===== src/rtl/boot_addr_decoder.sv =====
module boot_addr_decoder #(
  parameter int AW           = 32,
  parameter int DW           = 32,
  parameter int RAM_LOG2     = 31,
  parameter int LEG_LOG2     = 17,
  parameter int ROM_MIN_LOG2 = 16,
  parameter int ROM_MAX_CODE = 8,
  parameter int ROM_CODE_RST = 5
) (
  input  logic          clk,
  input  logic          rst_n,
  input  logic          cfg_wr,
  input  logic [1:0]    cfg_sel,
  input  logic [7:0]    cfg_wdata,
  input  logic          req_valid,
  input  logic          req_write,
  input  logic [AW-1:0] req_addr,
  input  logic [DW-1:0] req_wdata,
  output logic          rom_sel,
  output logic          ram_sel,
  output logic          mem_write,
  output logic [AW-1:0] mem_addr,
  output logic [DW-1:0] mem_wdata,
  input  logic [DW-1:0] rom_rdata,
  input  logic [DW-1:0] ram_rdata,
  output logic          rsp_done,
  output logic          rsp_unmapped,
  output logic [DW-1:0] rsp_rdata
);

  localparam logic [AW:0]   RAM_TOP  = (AW+1)'(1) << RAM_LOG2;
  localparam logic [AW-1:0] LEG_END  = AW'(32'h0010_0000);
  localparam logic [AW-1:0] LEG_BASE = LEG_END - (AW'(1) << LEG_LOG2);
  localparam logic [AW-1:0] RST_VEC  = AW'(32'hFFFF_FFF0);

  logic [3:0]    rom_code;
  logic          win_en;
  logic          win_ign;
  logic [3:0]    code_eff;
  logic [5:0]    rom_lg;
  logic [AW-1:0] rom_mask;
  logic          hit_rom, hit_ram, hit_win, drop_wr;

  assign code_eff = (rom_code > 4'(ROM_MAX_CODE)) ? 4'(ROM_MAX_CODE) : rom_code;
  assign rom_lg   = 6'(ROM_MIN_LOG2) + {2'b00, code_eff};
  assign rom_mask = {AW{1'b1}} << rom_lg;
  assign hit_rom  = (req_addr & rom_mask) == rom_mask;
  assign hit_ram  = {1'b0, req_addr} < RAM_TOP;
  assign hit_win  = win_en && req_addr >= LEG_BASE && req_addr < LEG_END;
  assign drop_wr  = hit_win && win_ign && req_write;

  always_ff @(posedge clk) begin
    if (!rst_n) begin
      rom_code <= 4'(ROM_CODE_RST);
      win_en   <= 1'b0;
      win_ign  <= 1'b0;
    end else if (cfg_wr) begin
      if (cfg_sel == 2'd0) rom_code <= cfg_wdata[3:0];
      if (cfg_sel == 2'd1) begin
        win_en  <= cfg_wdata[0];
        win_ign <= cfg_wdata[1];
      end
    end
  end

  always_ff @(posedge clk) begin
    if (!rst_n) begin
      rom_sel      <= 1'b0;
      ram_sel      <= 1'b0;
      rsp_done     <= 1'b0;
      rsp_unmapped <= 1'b0;
      mem_write    <= 1'b0;
      mem_addr     <= '0;
      mem_wdata    <= '0;
    end else begin
      rom_sel      <= req_valid && hit_rom;
      ram_sel      <= req_valid && !hit_rom && hit_ram && !drop_wr;
      rsp_unmapped <= req_valid && !hit_rom && !hit_ram;
      rsp_done     <= req_valid;
      if (req_valid) begin
        mem_write <= req_write;
        mem_addr  <= req_addr;
        mem_wdata <= req_wdata;
      end
    end
  end

  assign rsp_rdata = rom_sel ? rom_rdata : ram_sel ? ram_rdata : {DW{1'b1}};

  AST_ONE_TARGET: assert property (@(posedge clk) disable iff (!rst_n)
    !(rom_sel && ram_sel));

  AST_RESET_VECTOR: assert property (@(posedge clk) disable iff (!rst_n)
    (req_valid && req_addr == RST_VEC) |=> rom_sel);

  AST_NO_STALL: assert property (@(posedge clk) disable iff (!rst_n)
    req_valid |=> rsp_done);

  AST_IDLE_QUIET: assert property (@(posedge clk) disable iff (!rst_n)
    !req_valid |=> !rsp_done && !rom_sel && !ram_sel);

  AST_WIN_DROP: assert property (@(posedge clk) disable iff (!rst_n)
    (req_valid && req_write && win_en && win_ign &&
     req_addr >= LEG_BASE && req_addr < LEG_END) |=> (rsp_done && !ram_sel && !rom_sel));

  AST_UNMAPPED_ONES: assert property (@(posedge clk) disable iff (!rst_n)
    rsp_unmapped |-> (rsp_rdata == {DW{1'b1}} && !rom_sel && !ram_sel));

endmodule


===== config.mk =====
export PLATFORM = sky130hd
export DESIGN_NAME = boot_addr_decoder
export DESIGN_NICKNAME = d
export VERILOG_FILES = /design/src/rtl/boot_addr_decoder.sv
export SDC_FILE = /design/constraint.sdc
export NUM_CORES = 1
export LEC_CHECK = 0
export ABC_AREA = 1
export BUFFER_PORTS_ARGS = -buffer_cell sky130_fd_sc_hd__buf_2
export CAP_MARGIN = 5
export CORE_ASPECT_RATIO = 1.4
export CORE_MARGIN = 4
export CORE_UTILIZATION = 40
export CTS_CLUSTER_DIAMETER = 30
export DETAILED_ROUTE_END_ITERATION = 7
export GPL_TIMING_DRIVEN = 0
export PLACE_DENSITY = 0.9
export SYNTH_ARGS = -nofsm -noshare
export SYNTH_HDL_FRONTEND = slang
export SYNTH_SLANG_ARGS = --single-unit

===== constraint.sdc =====
create_clock -name clk -period 1.1 [get_ports clk]
set_input_delay 0.22 -clock clk [delete_from_list [all_inputs] [get_ports clk]]
set_output_delay 0.22 -clock clk [all_outputs]
set_load 0.005 [all_outputs]

==> summary.md, run 1 <==
| Metric | Value |
|---|---|
| Status | `finished, violations left` |
| Failing checks | `setup timing` |
| Critical path launch point type | `flop` |
| Pin count of the biggest net entering global routing | `12` |
| Final Max Tran Viols | `0` |
| Final Hold Viols | `0` |
| Syn nets | `602` |
| Die W | `83.6 microns` |
| Setup violators final | `32` |
| Vias | `4,092` |
| Cells after Synth | `459` |
| R2R depth | `8` |
| Total Power | `6020 uW` |
| Post-DRT Antenna Nets | `0` |
| Port Buf Inserts | `238` |
| Total GRT Usage | `26.2%` |
| Peak supply drop | `1470 uV` |
| Final min period | `1.56 ns` |
| Total wire length | `13,400 microns` |
| Pwr/cell area | `1190 nW/um^2` |
| Least-Margin Pin Slew | `0.492 ns` |
| Clk buf depth | `2` |
| GR Overflow Total | `0` |
| DIE AREA | `9530 sq um` |
| Slew Limit Headroom | `67.2%` |
| CTS root buffer | `clkbuf_8` |
| Syn Area/Cell | `6.98 sq um` |
| Synth warnings | `0` |
| I/O Pins | `244` |
| Layout Area Growth over Synthesis | `57.2%` |
| DRC | `0` |
| Synth unique cells | `21` |
| Vias in the first global route | `3,984` |
| Worst min-delay path category | `input port to flop` |
| Nets | `858` |
| Ratio of cells with drive above 1 in the final layout | `45.9%` |
| Final HPWL DP | `10,500 microns` |
| Hold WS | `0.0470 ns` |
| Hold Path Depth | `3` |
| Global-route wire length before repair | `19,400 microns` |
| Max cap viols | `0` |
| Dpl cell area | `4520 sq um` |
| CTS tree | `built` |
| Total number of clock tree sinks | `75` |
| WS Path Type | `flop to primary output` |
| Finished layout cell area | `5040 sq um` |
| Finished Layout Cells | `819` |
| Post-Syn Area | `3200 sq um` |
| Final antenna diode count | `0` |
| Die height | `114 microns` |
| Antenna violations before repair | `0` |
| Fillers | `674` |
| Worst-Skew Late Latency | `0.36 ns` |
| Routability Congestion | `0.986` |
| Crit path DAT | `1.34 ns` |
| Leakage | `0.00268 uW` |
| Drt wl/cell | `16.4 microns` |
| Initial Util | `41.1%` |
| Fin worst setup slack | `-0.457 ns` |
| Final worst-path cycle share | `142%` |
| FMAX | `642 MHz` |
| Final core occ | `64.6%` |
| Placed cell count | `797` |
| Reg clk slew, reported paths | `0.08 ns` |
| CP max FO | `10` |
| H-tree Lvls | `3` |
| Via-to-Cell Ratio | `5.00` |
| Clk_skew | `0.00822 ns` |
| Synth Register Bits | `75` |
| Register area share after synthesis | `46.9%` |
| DRT iter0 DRCs | `167` |
| DRT Pass-1 Iters | `5` |
| Endpoint type of the worst setup path | `primary output` |
| Core Footprint | `7800 sq um` |
| Critical path required time | `0.88 ns` |
| TritonCTS buffer count | `9` |
| RSZ-0062 raised after global routing | `yes` |
| Rows | `38` |
routing by layer:
layer,GRT usage [%],routed length [microns]
met1,25.8,4530
met2,47.4,6950
met3,11.1,1440
met4,12.2,521
met5,0,0
area by class of cell:
cell class | instances | area, sq um | share of cell area (%)
clock buffer | 13 | 159 | 3.15
multi-input combinational | 335 | 1570 | 31.1
timing repair buffer | 245 | 1280 | 25.4
sequential | 75 | 1510 | 30.0
clock inverter | 2 | 35.0 | 0.695
tap | 100 | 125 | 2.48
inverter | 18 | 72.6 | 1.44
buffer | 31 | 290 | 5.76
power breakdown:
part | switching (uW) | internal (uW) | leakage (uW)
clock | 969 | 1160 | 0.0000995
sequential | 86.7 | 2870 | 0.000621
combinational | 484 | 446 | 0.00196
critical path, cell delays in order, from the launching register on:
cell	delay, ns
dfxtp_2	0.34
buf_12	0.15
clkbuf_16	0.17
o21ai_4	0.18
buf_2	0.15
cell usage after synthesis:
library cell | instances | area share (%)
a21boi_1 | 1 | 0.23
a21oi_1 | 4 | 0.62
a21oi_2 | 1 | 0.27
buf_2 | 16 | 2.5
buf_4 | 11 | 2.6
buf_6 | 1 | 0.35
clkbuf_1 | 3 | 0.35
dfxtp_1 | 75 | 47
inv_1 | 16 | 1.9
inv_2 | 1 | 0.12
inv_4 | 1 | 0.20
nand2_1 | 166 | 19
nand2_2 | 1 | 0.20
nand2_4 | 1 | 0.35
nand3_1 | 70 | 11
nand4_1 | 3 | 0.59
nor2_1 | 37 | 4.3
nor2_2 | 2 | 0.39
nor3_1 | 4 | 0.62
o211ai_1 | 2 | 0.47
o21ai_0 | 43 | 6.7
sequential cells by signal, summed over array words and instances (netlist names):
signal and count:
mem_addr 32, mem_wdata 32, rom_sel 1, win_ign 1
mem_write 1, win_en 1, rsp_done 1, rsp_unmapped 1
ram_sel 1, rom_code 4
cell usage in the layout, fill, tap and decap left out:
master     synthesis  final
o211ai_1           2      2
buf_4             11     17
o21ai_1            0     16
buf_12             0      1
bufinv_16          0      1
a21boi_1           1      1
buf_8              0      2
inv_4              1      2
nor2_1            37     29
nor3_1             4      4
nand3_1           70     70
o21ai_0           43     12
buf_2             16    244
a21oi_1            4      4
inv_1             16     14
nand2_4            1      1
clkinv_2           0      1
o21ai_2            0     10
nand2_2            1      3
a21oi_2            1      1
nor2_2             2     10
dfxtp_1           75     67
o21ai_4            0      5
nand2_1          166    164
inv_2              1      2
clkbuf_16          0      3
nand4_1            3      3
clkbuf_8           0     11
clkbuf_1           3      3
dfxtp_2            0      8
buf_6              1      8
logic make-up (layout without fill, tap and decap cells):
| group | Yosys count | count (layout) | synth area share [%] |
|---|---|---|---|
| flip-flops | 75 | 75 | 46.9 |
| AND/OR/NAND/NOR | 284 | 284 | 36.9 |
| buffers and inverters | 49 | 309 | 7.97 |
| AO/OA/AOI/OAI | 51 | 51 | 8.32 |
stage by stage:
step	setup WS (ns)	setup TNS, ns
final	-0.457	-12.86
after global routing	-0.527	-14.85
after CTS	-0.456	-13.62
after detailed placement	-0.559	-8.50
after global placement	-0.579	-8.48
after floorplan	0.0431	0
worst paths after layout:
check	slack, ns	startpoint	to
max	-0.46	rom_sel$_SDFF_PN0_	rsp_rdata[16]
min	0.05	req_addr[9]	mem_addr[9]$_SDFFE_PN0P_
max reg2reg	0.05	rom_code[2]$_SDFFE_PN1P_	rom_sel$_SDFF_PN0_
min reg2reg	0.46	win_en$_SDFFE_PN0P_	win_en$_SDFFE_PN0P_
what timing repair did:
action | 4_1_cts | 5_1_grt
pin swaps | 4 | 2
hold buffers | 0 | 0
endpoints found under the setup margin | 32 | 39
resized for setup | 59 | 46
cloned | 2 | 2
buffers inserted | 2 | 1
No activity file was read; power rests on OpenSTA's default activity.
==> run 2, diff against run 1 <==
CORE_MARGIN = 3   (was 4)
SKIP_LAST_GASP = 1   (was default)
==> summary.md, run 2 (synthesis gave the netlist of run 1 again) <==
| Metric | Value |
|---|---|
| RSZ-0062 raised after global routing | `yes` |
| DRT Pass-1 Iters | `5` |
| Clk buf depth | `2` |
| Crit path DAT | `1.32 ns` |
| Pre-CTS WS | `-0.313 ns` |
| Failing checks | `setup timing` |
| Hold Path Depth | `3` |
| Endpoint type of the worst setup path | `primary output` |
| Pin count of the biggest net entering global routing | `13` |
| I/O Pins | `244` |
| Worst-Skew Late Latency | `0.35 ns` |
| CTS root buffer | `clkbuf_8` |
| Drt wl/cell | `16.8 microns` |
| Worst R2R Setup Slack | `0.09 ns` |
| DRT iter0 DRCs | `217` |
| Pwr/cell area | `1130 nW/um^2` |
| Total GRT Usage | `27.8%` |
| Final Max Tran Viols | `0` |
| CP max FO | `8` |
| Layout Area Growth over Synthesis | `62.6%` |
| Total wire length | `13,800 microns` |
| Port Buf Inserts | `238` |
| WS Path Type | `flop to primary output` |
| R2R depth | `5` |
| Vias | `4,245` |
| Register area | `1510 sq um` |
| Vias in the first global route | `4,088` |
| Setup violators final | `33` |
| Initial Util | `41.3%` |
| Reg clk slew, reported paths | `0.08 ns` |
| # hold bufs at CTS | `0` |
| FMAX | `650 MHz` |
| Hold Crit Start | `req_wdata[12]` |
| Fillers | `607` |
| Status | `finished, violations left` |
| Clk_skew | `0.00306 ns` |
| Die W | `81.6 microns` |
| Most frequent cells in the layout | `buf_2 (233), nand2_1 (158), dfxtp_1 (71), nand3_1 (70), nor2_1 (26)` |
| Placed cell count | `797` |
| Critical path launch point type | `flop` |
| Least-Margin Pin Slew | `0.512 ns` |
| Reg2reg start | `win_en$_SDFFE_PN0P_` |
| Peak supply drop | `1220 uV` |
| Core Footprint | `7750 sq um` |
| Fin worst setup slack | `-0.438 ns` |
| DIE AREA | `9140 sq um` |
| Area of the multi-input gates | `1640 sq um` |
| Worst Hold End | `mem_wdata[12]$_SDFFE_PN0P_` |
| CTS tree | `built` |
| DRC | `0` |
| Final min period | `1.54 ns` |
| Total Power | `5900 uW` |
| Via-to-Cell Ratio | `5.16` |
| Critical path required time | `0.88 ns` |
| Finished Layout Cells | `823` |
| Final worst-path cycle share | `140%` |
| Worst min-delay path category | `input port to flop` |
| Final core occ | `67.2%` |
| Commonest non-fill, non-tap cell in the layout | `buf_2` |
| Biggest regs | `mem_addr x32, mem_wdata x32, rom_code x4` |
| Ratio of cells with drive above 1 in the final layout | `48.1%` |
| R2R Path End | `ram_sel$_SDFF_PN0_` |
| Max cap viols | `0` |
| Slew Limit Headroom | `65.8%` |
| TritonCTS buffer count | `9` |
| Total number of clock tree sinks | `75` |
| Leakage | `0.00274 uW` |
| Nets | `860` |
| Global-route wire length before repair | `19,300 microns` |
| Rows | `38` |
| Die height | `112 microns` |
| Final Hold Viols | `0` |
| Post-DRT Antenna Nets | `0` |
| Antenna violations before repair | `1` |
| GR Overflow Total | `0` |
| H-tree Lvls | `3` |
| Routability Congestion | `0.860` |
| Final HPWL DP | `10,100 microns` |
[run 2: layout make-up]
cell class | instances | share of cell area (%)
well taps | 100 | 2.40
inverters | 18 | 1.39
clock buffers | 13 | 3.05
multi-input cells | 335 | 31.5
diodes | 1 | 0.0480
repair buffers | 247 | 26.5
clock inverters | 3 | 0.408
flip-flops and latches | 75 | 29.0
plain buffers | 31 | 5.71
[run 2: metal layers]
metal	track usage, %	share of wire [%]	vias to the layer above
li1	-	-	1991
met1	27.1	34	1946
met2	49.1	50	260
met3	11.2	12	48
met4	14.2	4.2	0
met5	0	0	-
[run 2: worst max path at each step]
stage                       startpoint       endpoint  slack [ns]  depth (start not counted)
floorplan           rom_sel$_SDFF_PN0_   rsp_rdata[0]        0.04                          3
global placement    rom_sel$_SDFF_PN0_  rsp_rdata[16]       -0.27                          4
detailed placement  rom_sel$_SDFF_PN0_   rsp_rdata[1]       -0.31                          4
CTS                 rom_sel$_SDFF_PN0_  rsp_rdata[17]       -0.42                          4
global route        rom_sel$_SDFF_PN0_  rsp_rdata[26]       -0.47                          5
finish              rom_sel$_SDFF_PN0_   rsp_rdata[1]       -0.44                          5
[run 2: repair_timing]
action                                  4_1_cts  5_1_grt
endpoints found under the setup margin       32       35
resized for setup                           104       40
setup buffers                                 2        1
pin swaps                                    15        5
gates cloned                                  5        1
[run 2: worst max-delay path, cell delays in order, from the launching register on]
cell and delay (ns):
dfxtp_4 0.37, buf_12 0.15, buf_6 0.13, nand2_1 0.12
o21ai_4 0.07, buf_6 0.13
[run 2: through the flow]
stage / instance area (sq um) / setup TNS (ns) / hold WS [ns]
2_1_floorplan: 3200 / 0 / 0.323
6_report: 5210 / -12.58 / 0.0572
4_1_cts: 5040 / -12.89 / 0.0395
5_1_grt: 5210 / -14.23 / 0.0530
3_5_place_dp: 4520 / -7.86 / 0.410
3_3_place_gp: 4520 / -6.42 / 0.407
[run 2: power breakdown]
| part | internal (uW) | total [uW] | switching (uW) |
|---|---|---|---|
| clock network | 950 | 1970 | 1020 |
| registers | 2870 | 2950 | 84.5 |
| logic | 465 | 967 | 502 |
==> run 3, diff against run 2 <==
GPL_TIMING_DRIVEN = default   (was 0)
MAX_ROUTING_LAYER = met4   (was default)
clock period = 1.9 ns   (was 1.1 ns; I/O delays follow)
==> summary.md, run 3 (synthesis gave the netlist of run 1 again) <==
| Metric | Value |
|---|---|
| Placed cell count | `775` |
| Core Footprint | `7750 sq um` |
| Port Buf Inserts | `239` |
| Crit path DAT | `1.36 ns` |
| Finished Layout Cells | `791` |
| Global-route wire length before repair | `17,100 microns` |
| FMAX | `574 MHz` |
| Die W | `81.6 microns` |
| Fillers | `706` |
| Status | `complete, no violations` |
| RSZ-0062 raised after global routing | `no` |
| Critical path's slowest cell | `dfxtp_1` |
| Worst min-delay path category | `input port to flop` |
| Final antenna diode count | `0` |
| Least-Margin Pin Slew | `0.486 ns` |
| Antenna violations before repair | `0` |
| Ratio of cells with drive above 1 in the final layout | `39.4%` |
| Nets | `829` |
| Delay of the slowest cell on the worst path | `0.34 ns` |
| Leakage | `0.00249 uW` |
| Critical path required time | `1.52 ns` |
| Die height | `112 microns` |
| Reg2reg start | `rom_code[2]$_SDFFE_PN1P_` |
| DRT iter0 DRCs | `166` |
| Vias | `3,912` |
| Layout Area Growth over Synthesis | `44.2%` |
| Register area | `1510 sq um` |
| Setup TNS | `0 ns` |
| DRC | `0` |
| DIE AREA | `9140 sq um` |
| Post-CTS Setup Bufs | `0` |
| Clk_skew | `0.0136 ns` |
| TritonCTS buffer count | `9` |
| Finished layout cell area | `4620 sq um` |
| Pwr/cell area | `716 nW/um^2` |
| Critical path launch point type | `flop` |
| I/O Pins | `244` |
| Routability Congestion | `0.937` |
| Total GRT Usage | `25.1%` |
| Dpl cell area | `4440 sq um` |
| Final worst-path cycle share | `91.7%` |
| Vias in the first global route | `3,711` |
| Endpoint type of the worst setup path | `primary output` |
| Drt wl/cell | `14.5 microns` |
| Hold Crit Start | `req_addr[15]` |
| CP max FO | `23` |
| CTS root buffer | `clkbuf_8` |
| Clk buf depth | `2` |
| Setup crit start | `ram_sel$_SDFF_PN0_` |
| # hold bufs at CTS | `0` |
| Worst-Skew Late Latency | `0.35 ns` |
| H-tree Lvls | `3` |
| Area of the multi-input gates | `1450 sq um` |
| Worst R2R Setup Slack | `0.71 ns` |
| CP bufs+invs | `3` |
| Initial Util | `41.3%` |
| Total number of clock tree sinks | `75` |
| Total wire length | `11,500 microns` |
| Setup violators final | `0` |
| Hold WS | `0.218 ns` |
| Commonest non-fill, non-tap cell in the layout | `buf_2` |
| Slew Limit Headroom | `67.6%` |
| Peak supply drop | `704 uV` |
| Final Hold Viols | `0` |
| Post-DRT Antenna Nets | `0` |
| Max cap viols | `0` |
| Delay-heaviest family, CP | `buffers and inverters` |
| WS Path Type | `flop to primary output` |
| Biggest regs | `mem_addr x32, mem_wdata x32, rom_code x4` |
| Via-to-Cell Ratio | `4.95` |
| CTS tree | `built` |
| GR Overflow Total | `0` |
| Final Max Tran Viols | `0` |
| Final min period | `1.74 ns` |
| DRT Pass-1 Iters | `5` |
| Pin count of the biggest net entering global routing | `50` |
| CP cell instances | `inv_4 > buf_12 > nor2_1 > o21ai_0 > buf_2` |
| Final HPWL DP | `9050 microns` |
| Reg clk slew, reported paths | `0.09 ns` |
| Resize count post-CTS | `1` |
| Most frequent cells in the layout | `buf_2 (239), nand2_1 (166), dfxtp_1 (74), nand3_1 (70), o21ai_0 (43)` |
| Rows | `38` |
## run 3: cell count changes in the layout (fill, tap and decap cells not counted), moves of 8 or more
cell     previous run  this run
nand2_1           158       166
nor2_1             26        37
o21ai_0            14        43
buf_4              17         5
buf_6              18         0
nand2_2             9         1
o21ai_2            17         0
nor2_2             12         2
## run 3: worst reg2reg max path, stage by stage (launching register included)
cell	delay [ns]
dfxtp_1	0.38
inv_1	0.10
nand2_1	0.08
nand3_1	0.07
nor2_1	0.14
nand2_1	0.09
nand2_2	0.07
nand2_1	0.06
nor2_2	0.12
## run 3: cell type report
type,instances,share of cell area [%]
Clock buffer,10,2.98
Clock inverter,6,0.866
Inverter,18,1.57
Multi-Input combinational cell,335,31.3
Sequential cell,75,32.6
Tap cell,100,2.71
Timing Repair Buffer,247,28.0
## run 3: routing by layer
metal	part of all wire (%)	vias up	track usage (%)
met5	0	-	-
met4	2.0	0	9.42
met3	12	23	9.95
met2	48	212	42.3
met1	38	1753	25.6
li1	-	1924	-
## run 3: path summary, 6_finish.rpt
path                                to  cells past startpoint
max                      rsp_rdata[24]                      5
min          mem_addr[15]$_SDFFE_PN0P_                      3
max reg2reg         rom_sel$_SDFF_PN0_                      8
min reg2reg        win_en$_SDFFE_PN0P_                      2
## run 3: power breakdown
part	switching, uW	total [uW]	internal [uW]
Combinational	255	487	231
Sequential	47.1	1710	1660
Clock	605	1110	509
Total	908	3310	2400
## run 3: metrics by stage
stage	power [uW]	setup WS, ns	util, %
2_1_floorplan	1930	0.683	-
3_3_place_gp	2210	0.398	57.3
3_5_place_dp	2230	0.391	57.3
4_1_cts	3360	0.0941	59.6
5_1_grt	3470	0.0304	59.6
6_report	3310	0.158	59.6
